<file path="src/rtl/regxcvr.sv">
module regxcvr #(
  parameter int W = 8
) (
  input  logic         clk,
  input  logic         rst_n,
  input  logic         oe_n,
  input  logic         dir,
  input  logic         cap_ab,
  input  logic         cap_ba,
  input  logic         sel_ab,
  input  logic         sel_ba,
  input  logic [W-1:0] a_in,
  input  logic [W-1:0] b_in,
  output logic [W-1:0] a_out,
  output logic [W-1:0] a_oe,
  output logic [W-1:0] b_out,
  output logic [W-1:0] b_oe
);
  logic [W-1:0] st_ab, st_ba;

  always_ff @(posedge clk or negedge rst_n)
    if (!rst_n) st_ab <= '0;
    else if (cap_ab) st_ab <= a_in;

  always_ff @(posedge clk or negedge rst_n)
    if (!rst_n) st_ba <= '0;
    else if (cap_ba) st_ba <= b_in;

  logic drive_a, drive_b;
  assign drive_a = rst_n & ~oe_n & ~dir;
  assign drive_b = rst_n & ~oe_n &  dir;

  assign b_out = ~(sel_ab ? st_ab : a_in);
  assign a_out = ~(sel_ba ? st_ba : b_in);
  assign a_oe  = {W{drive_a}};
  assign b_oe  = {W{drive_b}};
endmodule


</file>
<file path="config.mk">
export PLATFORM = sky130hd
export DESIGN_NAME = regxcvr
export DESIGN_NICKNAME = d
export VERILOG_FILES = /design/src/rtl/regxcvr.sv
export SDC_FILE = /design/constraint.sdc
export NUM_CORES = 1
export LEC_CHECK = 0
export BUFFER_PORTS_ARGS = -buffer_cell sky130_fd_sc_hd__buf_4
export CORE_MARGIN = 5
export CORE_UTILIZATION = 43
export DETAILED_ROUTE_END_ITERATION = 10
export PLACE_DENSITY = 0.79
export SKIP_CTS_REPAIR_TIMING = 1
export SLEW_MARGIN = 20
export SYNTH_ARGS = -nofsm -noshare
export SYNTH_HDL_FRONTEND = slang
export SYNTH_SLANG_ARGS = --single-unit
</file>
<file path="constraint.sdc">
create_clock -name clk -period 1.9 [get_ports clk]
set_clock_uncertainty 0.1 [all_clocks]
set_input_delay 0.38 -clock clk [delete_from_list [all_inputs] [get_ports clk]]
set_output_delay 0.38 -clock clk [all_outputs]
set_load 0.01 [all_outputs]
</file>
==> run_results.csv <==
group,metric,value,unit
logic_synthesis,syn-instance-count,70,
logic_synthesis,syn_nets,94,
logic_synthesis,ys_warn_count,0,
logic_synthesis,ys_seq_elements,16,
clock_tree,clk_latency,0.27,ns
critical_path,end_kind,"output pin",
critical_path,r2r-end,"st_ba[2]",
critical_path,r2r_setup_slack,1.03,ns
logic_synthesis,syn_area,975,µm²
route,vias,641,
floorplan,dieArea,3320,µm²
clock_tree,cts_tree,"yes",
clock_tree,cts_root_buf,"clkbuf_4",
critical_path,cp_max_fo,8,
critical_path,startpoint_type,"primary input",
final_layout,layout.cells.non_filler,139,
sta,slew_headroom,84.0,%
logic_synthesis,synth_top_area_share,41.1,%
clock_tree,cts.sinks,16,
final_layout,fillers,182,
critical_path,cp.required,1.42,ns
route,dr.pass1.iters,2,
critical_path,worstSetupEndpoint,"b_oe[6]",
floorplan,num_io_pins,56,
floorplan,rows,17,
critical_path,crit_start,"oe_n",
logic_synthesis,avgSynthCellArea,13.9,µm²
route,wl_per_cell,13.7,µm
route,viasPerCell,4.61,
route,drt_iter0_markers,11,
route,ant_nets,0,
sta,fmax,0.675,GHz
final_layout,fin_nets,137,
route,drt-total-wl,1910,µm
power_and_ir_drop,irDropWorstVdd,0.000320,V
placement,numPortBuffers,55,
grt,grt_overflow_total,0,
logic_synthesis,synth_most_common_cell,"buf_4",
final_layout,utilization,59.9,%
power_and_ir_drop,p_per_area,621,nW/µm²
critical_path,cp.arrival,1.00,ns
power_and_ir_drop,comb_power_share,31.5,%
logic_synthesis,yosys-top-cells-area,"dfrtp_1 41%, mux2_4 25%, mux2i_1 16%, buf_4 14%, buf_6 2.3%",
clock_tree,clockBufferDepth,2,
sta,finalCriticalPeriod,1.48,ns
logic_synthesis,yosysUniqueCellTypes,7,
sta,worst_pin_slew,0.240,ns
critical_path,r2r_cells,1,
power_and_ir_drop,power.clock.fraction,20.2,%
logic_synthesis,synthFlopType,"dfrtp_1",
clock_tree,htreeDepth,1,
placement,place_area,1280,µm²
sta,setup_tns,0,ns
logic_synthesis,synth.largest_area_cell,"dfrtp_1",
logic_synthesis,synth_seq_area_share,41.1,%
grt,grtUsageTotal,11.3,%
grt,antenna_found_initial,0,
power_and_ir_drop,intPower,607,µW
run,max-cap-violations,0,
logic_synthesis,ys_top_cells_by_count,"18 x buf_4, 16 x dfrtp_1, 16 x mux2_4, 16 x mux2i_1, 2 x buf_6",
critical_path,critPathKind,"in2out",
floorplan,start_util,44.5,%
logic_synthesis,synth_edf_count,0,
sta,slew_violations,0,
final_layout,drive_gt1_share,68.5,%
placement,dp_hpwl,1550,µm
final_layout,postLayoutCellArea,1310,µm²
critical_path,r2r_start,"st_ba[2]",
power_and_ir_drop,switching_power,208,µW
logic_synthesis,postSynth.asyncResetShare,100,%
placement,place_congestion,0.730,
min_path,hold_class,"in2reg",
sta,rsz0062_at_grt,"false",
floorplan,die_w,57.6,µm
grt,grt_max_degree,17,
sta,hold_ws,0.240,ns
grt,grt_pass1_wl,2870,µm
floorplan,fp.dieH,57.6,µm
grt,grt_pass1_vias,618,
sta,hold_viol,0,
final_layout,area_delta_synth_final,34.7,%
final_layout,n_antenna_cell,0,
clock_tree,cts_made_buffers,3,
power_and_ir_drop,power_frac_seq,48.3,%
status,outcome,"finished, final reports clean",
sta,fin_crit_sh,78.0,%
clock_tree,clkTransAtPathRegs,0.08,ns
power_and_ir_drop,p_leak,0.000721,µW
power_and_ir_drop,swShare,25.5,%
sta,setup_viol,0,
route,drc,0,
placement,dp_cells,135,
floorplan,core_area,2190,µm²
==> worst max-delay path, stage by stage <==
cell and delay, ns:
buf_4 0.11, and3b_1 0.34, buf_4 0.17
==> power groups by stage <==
stage | Sequential [µW] | Clock [µW] | Combinational [µW]
after floorplan | 394 | 0 | 152
after global placement | 398 | 0 | 254
after detailed placement | 399 | 0 | 260
after CTS | 394 | 175 | 260
after global routing | 398 | 193 | 276
final | 394 | 165 | 257
==> how the worst min path moves through the flow <==
stage	end	slack (ns)	startpoint	depth (start not counted)
after detailed placement	st_ab[6]	0.26	rst_n	2
after CTS	st_ab[5]	-0.05	rst_n	2
after global routing	st_ba[1]	0.22	b_in[1]	2
after global placement	st_ab[6]	0.25	rst_n	2
after floorplan	st_ab[0]	-0.02	rst_n	0
final	st_ba[4]	0.24	b_in[4]	2
==> area by class of cell <==
cell class	count	area (µm²)	share of cell area [%]
Timing Repair Buffer	58	438	33.4
Tap cell	28	35.0	2.67
Sequential cell	16	400	30.5
Clock buffer	3	22.5	1.72
Multi-Input combinational cell	34	417	31.7
==> state kept, by name, summed over array words and instances, names as in the netlist <==
| signal | flops |
|---|---|
| st_ba | 8 |
| st_ab | 8 |
==> metal layers <==
layer  global-route usage (%)  up-vias  share of wire (%)
met5                        0        -                  0
met3                     5.12        2                 14
li1                         -      310                  -
met2                     18.2       40                 47
met4                     3.97        0               0.37
met1                     13.2      289                 38
==> cells in the final DEF (no fill, tap or decap) <==
cell type,instances
and3b_1,1
buf_4,57
clkbuf_4,3
dfrtp_1,16
dlygate4sd3_1,1
mux2_4,16
mux2i_1,16
nor3b_1,1
==> logic make-up (layout without fill, tap and decap cells) <==
logic type | count (synthesis) | count (layout) | share of synthesized area (%)
multiplexers | 32 | 32 | 41.1
buffers and inverters | 20 | 61 | 16.2
flip-flops | 16 | 16 | 41.1
AND/OR/NAND/NOR | 2 | 2 | 1.67
==> metrics by stage <==
step / power, µW / setup slack, ns
detailed placement: 658 / 0.408
floorplan: 546 / 0.275
CTS: 829 / 0.408
finish: 815 / 0.418
global placement: 652 / 0.437
global route: 867 / 0.357
Power figures use the tool's default switching activity.
